$ cat src/rtl/qdec_pkg.sv
package qdec_pkg;

  typedef enum logic {
    DEC_QUAD   = 1'b0,
    DEC_CNTDIR = 1'b1
  } decMode_e;

  // one-cycle step request from the control to the datapath
  typedef struct packed {
    logic inc;
    logic dec;
  } stepCmd_t;

endpackage

$ cat src/rtl/qdec_glitch_filter.sv
module qdec_glitch_filter #(
  parameter int FLT_W       = 4,
  parameter int SYNC_STAGES = 2
) (
  input  logic             clk,
  input  logic             rstN,
  input  logic             pinIn,
  input  logic             invert,
  input  logic [FLT_W-1:0] fltLen,
  output logic             clean
);

  localparam int LIM_W = FLT_W + 2;

  logic [SYNC_STAGES-1:0] syncQ;
  logic                   rawLvl;
  logic [LIM_W-1:0]       stableCnt;
  logic [LIM_W-1:0]       limit;

  always_ff @(posedge clk or negedge rstN) begin
    if (!rstN) syncQ <= '0;
    else       syncQ <= {syncQ[SYNC_STAGES-2:0], pinIn};
  end

  assign rawLvl = syncQ[SYNC_STAGES-1] ^ invert;
  assign limit  = {fltLen, 2'b00};

  // the level moves to the output only after 4*fltLen equal samples
  always_ff @(posedge clk or negedge rstN) begin
    if (!rstN) begin
      clean     <= 1'b0;
      stableCnt <= '0;
    end else if (fltLen == '0) begin
      clean     <= rawLvl;
      stableCnt <= '0;
    end else if (rawLvl == clean) begin
      stableCnt <= '0;
    end else if (stableCnt >= limit - LIM_W'(1)) begin
      clean     <= rawLvl;
      stableCnt <= '0;
    end else begin
      stableCnt <= stableCnt + LIM_W'(1);
    end
  end

endmodule

$ cat src/rtl/qdec_ctrl.sv
module qdec_ctrl
  import qdec_pkg::*;
(
  input  logic     clk,
  input  logic     rstN,
  input  logic     decEn,
  input  decMode_e mode,
  input  logic     fA,
  input  logic     fB,
  output stepCmd_t cmd
);

  logic prevA, prevB;
  logic edgeA, edgeB;

  always_ff @(posedge clk or negedge rstN) begin
    if (!rstN) begin
      prevA <= 1'b0;
      prevB <= 1'b0;
    end else begin
      prevA <= fA;
      prevB <= fB;
    end
  end

  assign edgeA = fA ^ prevA;
  assign edgeB = fB ^ prevB;

  always_comb begin
    cmd = '0;
    if (decEn) begin
      unique case (mode)
        DEC_QUAD: begin
          // exactly one phase moved; A-leads-B gives fA != prevB
          if (edgeA ^ edgeB) begin
            if (fA ^ prevB) cmd.inc = 1'b1;
            else            cmd.dec = 1'b1;
          end
        end
        DEC_CNTDIR: begin
          if (fA && !prevA) begin
            if (fB) cmd.inc = 1'b1;
            else    cmd.dec = 1'b1;
          end
        end
        default: cmd = '0;
      endcase
    end
  end

endmodule

$ cat src/rtl/qdec_datapath.sv
module qdec_datapath
  import qdec_pkg::*;
#(
  parameter int CNT_W = 16
) (
  input  logic             clk,
  input  logic             rstN,
  input  stepCmd_t         cmd,
  input  logic [CNT_W-1:0] modVal,
  output logic [CNT_W-1:0] count,
  output logic             dirUp,
  output logic             ovf,
  output logic             unf
);

  always_ff @(posedge clk or negedge rstN) begin
    if (!rstN) begin
      count <= '0;
      dirUp <= 1'b0;
      ovf   <= 1'b0;
      unf   <= 1'b0;
    end else begin
      ovf <= 1'b0;
      unf <= 1'b0;
      if (cmd.inc) begin
        dirUp <= 1'b1;
        if (count >= modVal) begin
          count <= '0;
          ovf   <= 1'b1;
        end else begin
          count <= count + CNT_W'(1);
        end
      end else if (cmd.dec) begin
        dirUp <= 1'b0;
        if (count == '0) begin
          count <= modVal;
          unf   <= 1'b1;
        end else begin
          count <= count - CNT_W'(1);
        end
      end
    end
  end

endmodule

$ cat src/rtl/quad_pos_decoder.sv
module quad_pos_decoder
  import qdec_pkg::*;
#(
  parameter int CNT_W       = 16,
  parameter int FLT_W       = 4,
  parameter int SYNC_STAGES = 2
) (
  input  logic             clk,
  input  logic             rstN,
  input  logic             decEn,
  input  logic             decMode,
  input  logic             polA,
  input  logic             polB,
  input  logic [FLT_W-1:0] fltLenA,
  input  logic [FLT_W-1:0] fltLenB,
  input  logic [CNT_W-1:0] modVal,
  input  logic             phaseA,
  input  logic             phaseB,
  output logic [CNT_W-1:0] position,
  output logic             dirUp,
  output logic             ovfStrobe,
  output logic             unfStrobe,
  output logic             lowChanClaim
);

  localparam int NUM_PH = 2;

  logic [NUM_PH-1:0]            pinVec, polVec, cleanVec;
  logic [NUM_PH-1:0][FLT_W-1:0] lenVec;
  stepCmd_t                     stepCmd;

  assign pinVec = {phaseB, phaseA};
  assign polVec = {polB, polA};
  assign lenVec = {fltLenB, fltLenA};

  for (genvar g = 0; g < NUM_PH; g++) begin : g_phase
    qdec_glitch_filter #(
      .FLT_W      (FLT_W),
      .SYNC_STAGES(SYNC_STAGES)
    ) u_flt (
      .clk   (clk),
      .rstN  (rstN),
      .pinIn (pinVec[g]),
      .invert(polVec[g]),
      .fltLen(lenVec[g]),
      .clean (cleanVec[g])
    );
  end

  qdec_ctrl u_ctrl (
    .clk  (clk),
    .rstN (rstN),
    .decEn(decEn),
    .mode (decMode_e'(decMode)),
    .fA   (cleanVec[0]),
    .fB   (cleanVec[1]),
    .cmd  (stepCmd)
  );

  qdec_datapath #(.CNT_W(CNT_W)) u_dp (
    .clk   (clk),
    .rstN  (rstN),
    .cmd   (stepCmd),
    .modVal(modVal),
    .count (position),
    .dirUp (dirUp),
    .ovf   (ovfStrobe),
    .unf   (unfStrobe)
  );

  assign lowChanClaim = decEn;

endmodule

$ cat config.mk
export PLATFORM = sky130hd
export DESIGN_NAME = quad_pos_decoder
export DESIGN_NICKNAME = d
export VERILOG_FILES = /design/src/rtl/qdec_pkg.sv /design/src/rtl/qdec_glitch_filter.sv /design/src/rtl/qdec_ctrl.sv /design/src/rtl/qdec_datapath.sv /design/src/rtl/quad_pos_decoder.sv
export SDC_FILE = /design/constraint.sdc
export NUM_CORES = 1
export LEC_CHECK = 0
export BUFFER_PORTS_ARGS = -buffer_cell sky130_fd_sc_hd__buf_2
export CAP_MARGIN = 20
export CORE_MARGIN = 2
export CORE_UTILIZATION = 40
export CTS_CLUSTER_DIAMETER = 50
export CTS_CLUSTER_SIZE = 28
export DETAILED_ROUTE_END_ITERATION = 8
export SLEW_MARGIN = 20
export SYNTH_ARGS = -nofsm -noshare
export SYNTH_HDL_FRONTEND = slang
export SYNTH_HIERARCHICAL = 1
export SYNTH_SLANG_ARGS = --single-unit
$ cat constraint.sdc
create_clock -name clk -period 2.5 [get_ports clk]
set_input_delay 0.125 -clock clk [delete_from_list [all_inputs] [get_ports clk]]
set_output_delay 0.125 -clock clk [all_outputs]
set_load 0.005 [all_outputs]
==> impl_metrics.tcl, run 1 <==
set metrics [dict create \
    antenna_found_initial 0 \
    drtAntennaViolNets 0 \
    drtIter0Drc 216 \
    cts_tree "yes" \
    placementRows 33 \
    cts_max_level 2 \
    yosys_register_bits 39 \
    seqCellArea_um2 976 \
    drcViolationCount 0 \
    seq_area_frac_synth_pct 29.5 \
    power_leakage_nw 1.83 \
    finalSetupTns_ns 0 \
    async_reset_ff_share_pct 100 \
    syn-num-nets 442 \
    drive_gt1_share_pct 23.3 \
    wl_mm 9.43 \
    synth_fa_ha_area_share_pct 12.1 \
    cts_root_buf "clkbuf_8" \
    hp-start "modVal[11]" \
    numCtsBuffers 5 \
    cap_violations 0 \
    fmax_ghz 0.421 \
    criticalPathCategory "reg2reg" \
    hold_viol_final 0 \
    place.detailed.hpwl_mm 6.98 \
    cp-end-kind "register" \
    fin_nets 510 \
    post_cts_buffers 0 \
    pwr-share-seq_pct 27.0 \
    crit_required_ns 2.76 \
    r2r_cells 9 \
    synth_xor_area_share_pct 7.21 \
    synth_area_leaders "dfrtp_1 (29%), ha_1 (12%), inv_1 (3.4%), nor2_1 (3.3%), nand4_1 (3.2%)" \
    clockBufferDepth 2 \
    max_stage_delay_ns 0.39 \
    synthDistinctLibCells 69 \
    reg2reg_to "u_dp/count[6]" \
    status "finished, final reports clean" \
    powerDensity_nw_per_um2 948 \
    reg2reg_slack_ns 0.13 \
    report.final.slew_viol_count 0 \
    synthFlopType "dfrtp_1" \
    vdd_drop_max_mv 0.692 \
    synth_compound_gate_area_share_pct 19.7 \
    min_delay_path_depth 3 \
    dr.pass1.iters 5 \
    n_fill_cell 822 \
    port_buffers 51 \
    globalplace.congestion 0.892 \
    synth_warnings 6 \
    cts.sinks 39 \
    finalCritPeriodShare_pct 94.9 \
    antennaDiodeCount 0 \
    hp-class "in2reg" \
    multi_input_area_um2 2130 \
    synth_edf_count 0 \
    synth_top_family_by_area "simple AND/OR/NAND/NOR gates" \
    synth_cells 378 \
    slowest_stage "dfrtp_1" \
    grt_setup_unrepaired "false" \
    synth_commonest_cells "dfrtp_1 (39), ha_1 (32), inv_1 (30), nor2_1 (29), nand2_1 (25)" \
    p_int_mw 1.98 \
    die-area_um2 9030 \
    place_ws_ns 0.124 \
    placeableCoreArea_um2 8130 \
    power_frac_comb_pct 60.5 \
    die_w_um 95.0 \
    switching_share_pct 47.2 \
    finalWorstSetupSlack_ns 0.127 \
    period_needed_ns 2.37 \
    netlist_area_um2 3310 \
    critPathLaunchType "register" \
    synth-simple-area-share_pct 21.6 \
    vias_per_cell 5.81 \
    dieHeight_um 95.0 \
    setup_viol 0 \
    grt_usage_pct 21.4 \
    area_growth_pct 19.3 \
    yosys.area.top_type "dfrtp_1" \
    synthMuxAreaShare_pct 3.40 \
    timing.rr.start "g_phase[0].u_flt/clean" \
    clkLatencyLatePin_ns 0.31 \
    wl_per_cell_um 17.1 \
    path_max_fanout 16 \
    cp_top_family "compound AO/OA/AOI/OAI gates" \
    grt_max_degree 40 \
    finalClockSkew_ns 0.0135 \
    grt_pass1_vias 3046 \
    syn_area_per_cell_um2 8.77 \
    finalPower_mw 3.75 \
    yosysMostFrequentCell "dfrtp_1" \
    ios 52 \
    worst_pin_slew_ns 0.934 \
    grt_remaining_overflow 0 \
    vias 3205 \
    path_cells "ha_1 > xnor2_2 > mux2i_1 > o22ai_2 > buf_4 > inv_2 > nor3_1 > a311oi_1 > o32a_1" \
    synth_top_area_share_pct 29.5 \
    arrival_ns 2.63 \
    clk_pin_slew_ns 0.10 \
    crit_buf_inv 2 \
    relSlewSlack_pct 37.7 \
    start_util_pct 40.7 \
    grt_pass1_wl_mm 14.8 \
    p_clk_share_pct 12.5 \
    hold_end "u_dp/count[11]" \
    power_switching_mw 1.77 \
]
-- what timing repair did --
action                                  CTS  global route
gates resized for setup                   0             2
endpoints found under the hold margin    13             0
endpoints found under the setup margin    0             3
hold buffers                              3             0
-- cell usage in the layout (no fill, tap or decap), types with 7 or more instances in the layout --
master and count:
a21oi_1 20, buf_2 51, buf_4 27, dfrtp_1 39, ha_1 32, inv_1 30
mux2i_1 9, nand2_1 24, nand3_1 19, nand4_1 17, nor2_1 29, nor3_1 8
o211ai_1 7, xnor2_1 11, xor2_1 9
-- stage by stage --
step           util, %  instance area [µm²]  hold slack (ns)  instances
2_1_floorplan        -                 3310           -0.171        378
3_3_place_gp      47.0                 3820            0.241        541
3_5_place_dp      47.0                 3820            0.235        541
4_1_cts           48.5                 3940            0.136        552
5_1_grt           48.6                 3950            0.175        552
6_report          48.6                 3950            0.134        552
-- cell type report --
cell class	instances	area share (%)
Inverter	31	2.94
Timing Repair Buffer	82	12.9
Multi-Input combinational cell	287	53.8
Sequential cell	39	24.7
Clock buffer	5	1.74
Clock inverter	3	0.601
Tap cell	105	3.32
-- sequential cells by signal (all words and copies together), names as in the netlist --
signal,count
u_dp/count,16
g_phase.u_flt/stableCnt,12
g_phase.u_flt/syncQ,4
g_phase.u_flt/clean,2
u_ctrl/prevA,1
u_ctrl/prevB,1
u_dp/dirUp,1
u_dp/ovf,1
u_dp/unf,1
-- cells by family (layout without fill, tap and decap cells) --
kind of cell,after synthesis,in the layout
compound gates,88,88
simple gates,133,133
xor+xnor,23,23
flops,39,39
mux,11,11
buf+inv,52,121
fa+ha+maj,32,32
-- per-layer routing --
metal	up-vias	GRT usage, %	wire length (µm)
met5	-	0	0
met4	0	8.33	221
met3	20	2.77	498
met2	124	35.1	4460
met1	1526	28.7	4250
li1	1535	-	-
-- worst reg2reg max path: stages (launching register included) --
cell,delay [ns]
dfrtp_1,0.39
ha_1,0.33
xnor2_2,0.23
mux2i_1,0.29
o22ai_2,0.12
buf_4,0.23
inv_2,0.21
nor3_1,0.09
a311oi_1,0.26
o32a_1,0.19
-- power by group through the flow --
stage / Combinational, mW / Sequential [mW] / Clock, mW
2_1_floorplan: 1.44 / 1.00 / 0
3_3_place_gp: 2.19 / 1.02 / 0
3_5_place_dp: 2.22 / 1.03 / 0
4_1_cts: 2.24 / 1.01 / 0.482
5_1_grt: 2.48 / 1.05 / 0.519
6_report: 2.27 / 1.01 / 0.470
-- how the worst max path moves through the flow --
stage | endpoint | start | slack [ns] | cells past startpoint
finish | u_dp/count[6] | g_phase[0].u_flt/clean | 0.13 | 9
CTS | u_dp/count[14] | g_phase[0].u_flt/clean | 0.10 | 9
global placement | u_dp/count[14] | g_phase[0].u_flt/clean | 0.22 | 9
floorplan | u_dp/count[15] | g_phase[0].u_flt/clean | 0.11 | 10
detailed placement | u_dp/count[14] | g_phase[0].u_flt/clean | 0.12 | 9
global route | u_dp/count[15] | g_phase[0].u_flt/clean | 0.04 | 9
Power figures use the tool's default switching activity.
==> inputs of run 2 (changes only) <==
Settings changed: SYNTH_HIERARCHICAL 1 to default.
==> run 2 against run 1 <==
Against the previous run: the run now ends with negative setup slack left; non-clock buffer count increased by 8; largest cell class unchanged; critical endpoint is now u_dp.count[15]; core utilization increased by 2.2 points; first-iteration DRC count increased by 3.7%; fmax decreased by 7.3%; critical path depth decreased by 3; sequential share of layout area increased by 0.23 points; design area decreased by 0.79%.
==> impl_metrics.tcl, run 2 <==
set metrics [dict create \
    hold_viol_final 0 \
    hp-start "modVal[10]" \
    drcViolationCount 0 \
    placed_cells 554 \
    synthDistinctLibCells 55 \
    arrival_ns 2.75 \
    area_growth_pct 23.0 \
    path_cells "or4_4 > or4_4 > or4_4 > a22oi_2 > a21oi_1 > or3_1" \
    port_buffers 51 \
    violations "negative setup slack" \
    place_ws_ns -0.0442 \
    min_delay_path_depth 3 \
    clockBufferDepth 2 \
    synth_cells 390 \
    seq_area_frac_synth_pct 30.6 \
    cap_violations 0 \
    async_reset_ff_share_pct 100 \
    hold_end "u_dp.count[10]" \
    antenna_found_initial 0 \
    wl_per_cell_um 15.0 \
    fin_nets 526 \
    finalClockSkew_ns 0.00685 \
    drtIter0Drc 224 \
    r2r_cells 6 \
    path_max_fanout 2 \
    slowest_stage "or4_4" \
    timing.rr.start "u_dp.count[9]" \
    fmax_ghz 0.391 \
    synth_warnings 0 \
    vias_per_cell 5.36 \
    clkLatencyLatePin_ns 0.30 \
    post_cts_buffers 0 \
    grt_setup_unrepaired "true" \
    place.detailed.hpwl_mm 6.57 \
    setup_viol 1 \
    reg2reg_slack_ns -0.06 \
    synth_edf_count 0 \
    status "finished with violations" \
    cp-end-kind "register" \
    synth_top_area_share_pct 30.6 \
    numCtsBuffers 5 \
    critPathLaunchType "register" \
    grt_usage_pct 21.0 \
    largestRegisters "u_dp.count: 16 flops, g_phase.u_flt.stableCnt: 12 flops, g_phase.u_flt.syncQ: 4 flops" \
    finalSetupTns_ns -0.0590 \
    vias 3027 \
    yosys.area.top_type "dfrtp_1" \
    yosysMostFrequentCell "nor2_1" \
    cts_root_buf "clkbuf_8" \
    globalplace.congestion 0.913 \
    start_util_pct 41.3 \
    cts.sinks 39 \
    max_stage_delay_ns 0.54 \
    finalCritPeriodShare_pct 102 \
    criticalPathCategory "reg2reg" \
    grt_max_degree 40 \
    reg2reg_to "u_dp.count[15]" \
    largest_reg_flops 16 \
    synth_commonest_cells "nor2_1 (41), dfrtp_1 (39), ha_1 (32), inv_1 (29), nand2_1 (25)" \
    wl_mm 8.50 \
    powerDensity_nw_per_um2 890 \
    dr.pass1.iters 4 \
    die_w_um 93.3 \
    worst_pin_slew_ns 0.932 \
    synthFlopType "dfrtp_1" \
    hp-class "in2reg" \
    ios 52 \
    cts_tree "yes" \
    largest-register "u_dp.count" \
    die-area_um2 8700 \
    relSlewSlack_pct 37.9 \
    antennaDiodeCount 0 \
    grt_pass1_wl_mm 14.4 \
    drtAntennaViolNets 0 \
    netlist_area_um2 3190 \
    cpMostUsedCell "or4_4" \
    yosys_register_bits 39 \
    cts_max_level 2 \
    grt_remaining_overflow 0 \
    finalWorstSetupSlack_ns -0.0590 \
    final_common_cell "buf_2" \
    n_fill_cell 765 \
    placementRows 32 \
    final_cells 565 \
    final_cell_mix "buf_2 (51), nor2_1 (39), dfrtp_1 (38)" \
    period_needed_ns 2.56 \
    placeableCoreArea_um2 7730 \
    synth_area_leaders "dfrtp_1 (31%), ha_1 (13%), nor2_1 (4.8%), nor3_1 (3.5%), inv_1 (3.4%)" \
    vdd_drop_max_mv 0.371 \
    power_leakage_nw 1.96 \
    syn_area_per_cell_um2 8.18 \
    grt_pass1_vias 2991 \
    syn-num-nets 454 \
    report.final.slew_viol_count 0 \
    dieHeight_um 93.3 \
    drive_gt1_share_pct 24.8 \
    crit_required_ns 2.69 \
    clk_pin_slew_ns 0.09 \
]
==> run 2: cell types whose count changed after synthesis, moves of 5 or more <==
cell	delta
o21ai_0	+9
a21o_1	+8
nor2_1	+12
buf_2	-6
nand4_1	-8
clkbuf_1	+10
nor3_1	+14
a21oi_1	-5
mux2i_1	-5
==> run 2: power breakdown <==
group | switching, mW | internal [mW] | total (mW)
logic | 1.13 | 0.948 | 2.08
clock network | 0.253 | 0.226 | 0.479
registers | 0.140 | 0.792 | 0.932
==> run 2: how the worst max path moves through the flow <==
| stage | endpoint | cells past startpoint | from |
|---|---|---|---|
| finish | u_dp.count[15] | 6 | u_dp.count[9] |
| global route | u_dp.count[15] | 6 | u_dp.count[9] |
| CTS | u_dp.count[15] | 6 | u_dp.count[9] |
| detailed placement | u_dp.count[15] | 6 | u_dp.count[9] |
| global placement | u_dp.count[15] | 6 | u_dp.count[9] |
| floorplan | u_dp.count[15] | 8 | u_dp.count[9] |
==> run 2: final cells by class <==
cell class	instances	area [µm²]	share of cell area [%]
tap	102	128	3.25
inverter	29	109	2.78
clock buffer	6	82.6	2.11
sequential	39	977	24.9
timing repair buffer	90	556	14.2
multi-input combinational	297	2050	52.4
clock inverter	2	16.3	0.415
==> run 2: critical path, delay by kind of cell (launching register included) <==
family,cells,cell delay (ns)
compound gates,2,0.25
simple gates,4,1.82
flops,1,0.38
==> run 2: timing repair <==
item / 4_1_cts / 5_1_grt
pin swaps: 0 / 0
hold buffers: 3 / 0
resized for setup: 0 / 12
setup endpoints to repair: 1 / 16
hold endpoints to repair: 41 / 0
==> run 2: metrics by stage <==
stage	hold slack (ns)	utilization (%)	area [µm²]	power [mW]
detailed placement	0.235	48.4	3740	2.96
CTS	0.153	50.0	3870	3.46
floorplan	-0.171	-	3220	2.23
global placement	0.234	48.4	3740	2.93
global route	0.197	50.7	3920	3.81
finish	0.158	50.7	3920	3.49
==> run 2: cells by family (layout without fill, tap and decap cells) <==
logic type	count (synthesis)	in the layout	share of synthesized area, %
multiplexers	6	6	1.96
AND/OR/NAND/NOR	155	155	24.6
XOR/XNOR	23	23	6.32
adder cells (fa/ha/maj)	32	32	12.6
buffers and inverters	54	127	6.83
AO/OA/AOI/OAI	81	81	17.1
flip-flops	39	39	30.6
==> run 2: per-layer routing <==
metal,GRT usage (%),routed length (µm)
met4,5.39,65
met1,29.1,4080
met5,0,0
met3,3.22,447
met2,34.2,3900
==> inputs of run 3 (changes only) <==
Clock period 2.5 ns to 3.1 ns, I/O delays scaled along.
==> run 3 against run 2 <==
Against the previous run: the flow finishes with violations (negative hold slack); first-iteration DRC count rose by 12%; non-clock buffer count decreased by 21; highest routed layer unchanged; clock skew grew 0.0043 ns; cell count fell by 3.7%; power shrank 25%; register-to-register slack better by 0.41 ns; fmax is 7.0% lower; sequential power is 11% lower; critical path type unchanged; worst setup slack improved by 0.41 ns; via count grew 0.23%; wire length is 0.33% higher.
==> impl_metrics.tcl, run 3 (synthesized netlist as in run 2, its figures left out) <==
set metrics [dict create \
    status "finished with violations" \
    violations "negative hold slack" \
    cts_root_buf "clkbuf_8" \
    n_fill_cell 768 \
    finalClockSkew_ns 0.0112 \
    fmax_ghz 0.364 \
    report.final.slew_viol_count 0 \
    vias 3034 \
    critPathLaunchType "register" \
    ios 52 \
    path_max_fanout 7 \
    cts.sinks 39 \
    drtIter0Drc 251 \
    final_common_cell "buf_2" \
    drcViolationCount 0 \
    place_ws_ns 0.366 \
    antennaDiodeCount 0 \
    finalCritPeriodShare_pct 88.7 \
    largest_reg_flops 16 \
    place.detailed.hpwl_mm 6.47 \
    largest-register "u_dp.count" \
    cts_max_level 2 \
    start_util_pct 41.3 \
    relSlewSlack_pct 40.8 \
    finalSetupTns_ns 0 \
    setup_viol 0 \
    wl_per_cell_um 15.7 \
    largestRegisters "u_dp.count: 16 flops, g_phase.u_flt.stableCnt: 12 flops, g_phase.u_flt.syncQ: 4 flops" \
    grt_pass1_wl_mm 14.2 \
    cp-end-kind "register" \
    dieHeight_um 93.3 \
    dpl_cell_area_um2 3580 \
    placementRows 32 \
    criticalPathCategory "reg2reg" \
    clk_pin_slew_ns 0.09 \
    finalWorstSetupSlack_ns 0.350 \
    grt_max_degree 40 \
    placeableCoreArea_um2 7730 \
    cap_violations 0 \
    p_int_mw 1.43 \
    grt_usage_pct 20.7 \
    holdWs_ns -0.0217 \
    arrival_ns 2.93 \
    powerDensity_nw_per_um2 707 \
    power_frac_comb_pct 53.9 \
    vdd_drop_max_mv 0.264 \
    p_clk_share_pct 14.6 \
    numCtsBuffers 5 \
    grt_remaining_overflow 0 \
    drive_gt1_share_pct 19.2 \
    period_needed_ns 2.75 \
    power_leakage_nw 1.86 \
    die-area_um2 8700 \
    crit_required_ns 3.28 \
    globalplace.congestion 0.895 \
    dr.pass1.iters 5 \
    seqCellArea_um2 976 \
    multi_input_area_um2 2000 \
    postLayoutCellArea_um2 3700 \
    grt_pass1_vias 2845 \
    final_cell_mix "buf_2 (51), nor2_1 (41), dfrtp_1 (39)" \
    port_buffers 51 \
    clkLatencyLatePin_ns 0.30 \
    switching_share_pct 45.4 \
    power_switching_mw 1.19 \
    pwr-share-seq_pct 31.5 \
    hp-class "in2async" \
    antenna_found_initial 0 \
    clockBufferDepth 2 \
    worst_pin_slew_ns 0.888 \
    wl_mm 8.52 \
    fin_nets 505 \
    area_growth_pct 16.1 \
    cts_tree "yes" \
    die_w_um 93.3 \
    grt_setup_unrepaired "false" \
    drtAntennaViolNets 0 \
    hold_viol_final 39 \
    vias_per_cell 5.58 \
]
## run 3: final timing paths
kind,to,from,cells past startpoint,slack (ns)
max in group asynchronous,u_dp.count[14],rstN,1,2.57
min,u_dp.count[4],rstN,1,-0.02
max reg2reg,u_dp.count[15],u_dp.count[8],6,0.35
min reg2reg,g_phase[1].u_flt.syncQ[1],g_phase[1].u_flt.syncQ[0],0,0.35
min in group clk,u_dp.count[2],modVal[2],3,0.18
max,u_dp.count[15],u_dp.count[8],6,0.35
## run 3: final cells by class
type,instances,area share [%]
Multi-Input combinational cell,297,53.9
Tap cell,102,3.45
Timing Repair Buffer,69,10.7
Clock buffer,6,2.23
Inverter,29,2.94
Sequential cell,39,26.4
Clock inverter,2,0.439
## run 3: critical path, cell delays in order (launching register included)
cell and delay [ns]:
dfrtp_1 0.38, or4_4 0.57, or4_1 0.54, or4_4 0.53, a22oi_2 0.18, a21oi_1 0.08, or3_1 0.36
## run 3: power by group through the flow
| stage | Clock, mW | Combinational (mW) | Sequential, mW |
|---|---|---|---|
| 2_1_floorplan | 0 | 1.01 | 0.760 |
| 4_1_cts | 0.389 | 1.40 | 0.824 |
| 3_3_place_gp | 0 | 1.37 | 0.825 |
| 3_5_place_dp | 0 | 1.40 | 0.835 |
| 5_1_grt | 0.419 | 1.58 | 0.858 |
| 6_report | 0.381 | 1.41 | 0.826 |
## run 3: repair_timing
item,in CTS,in global routing
hold buffers,2,0
resized for setup,0,0
setup buffers,0,0
hold endpoints to repair,2,0
## run 3: stage by stage
step / cells / power, mW / util, %
3_3_place_gp: 534 / 2.20 / 46.4
6_report: 544 / 2.62 / 47.9
2_1_floorplan: 390 / 1.77 / -
4_1_cts: 544 / 2.62 / 47.9
5_1_grt: 544 / 2.85 / 47.9
3_5_place_dp: 534 / 2.23 / 46.4
## run 3: metal layers
metal / share of wire, % / vias to the layer above / wire length, µm / GRT usage [%]
li1: - / 1494 / - / -
met1: 48 / 1429 / 4130 / 29.5
met2: 45 / 103 / 3860 / 33.3
met3: 5.5 / 8 / 468 / 3.22
met4: 0.81 / 0 / 69 / 4.17
met5: 0 / - / 0 / 0
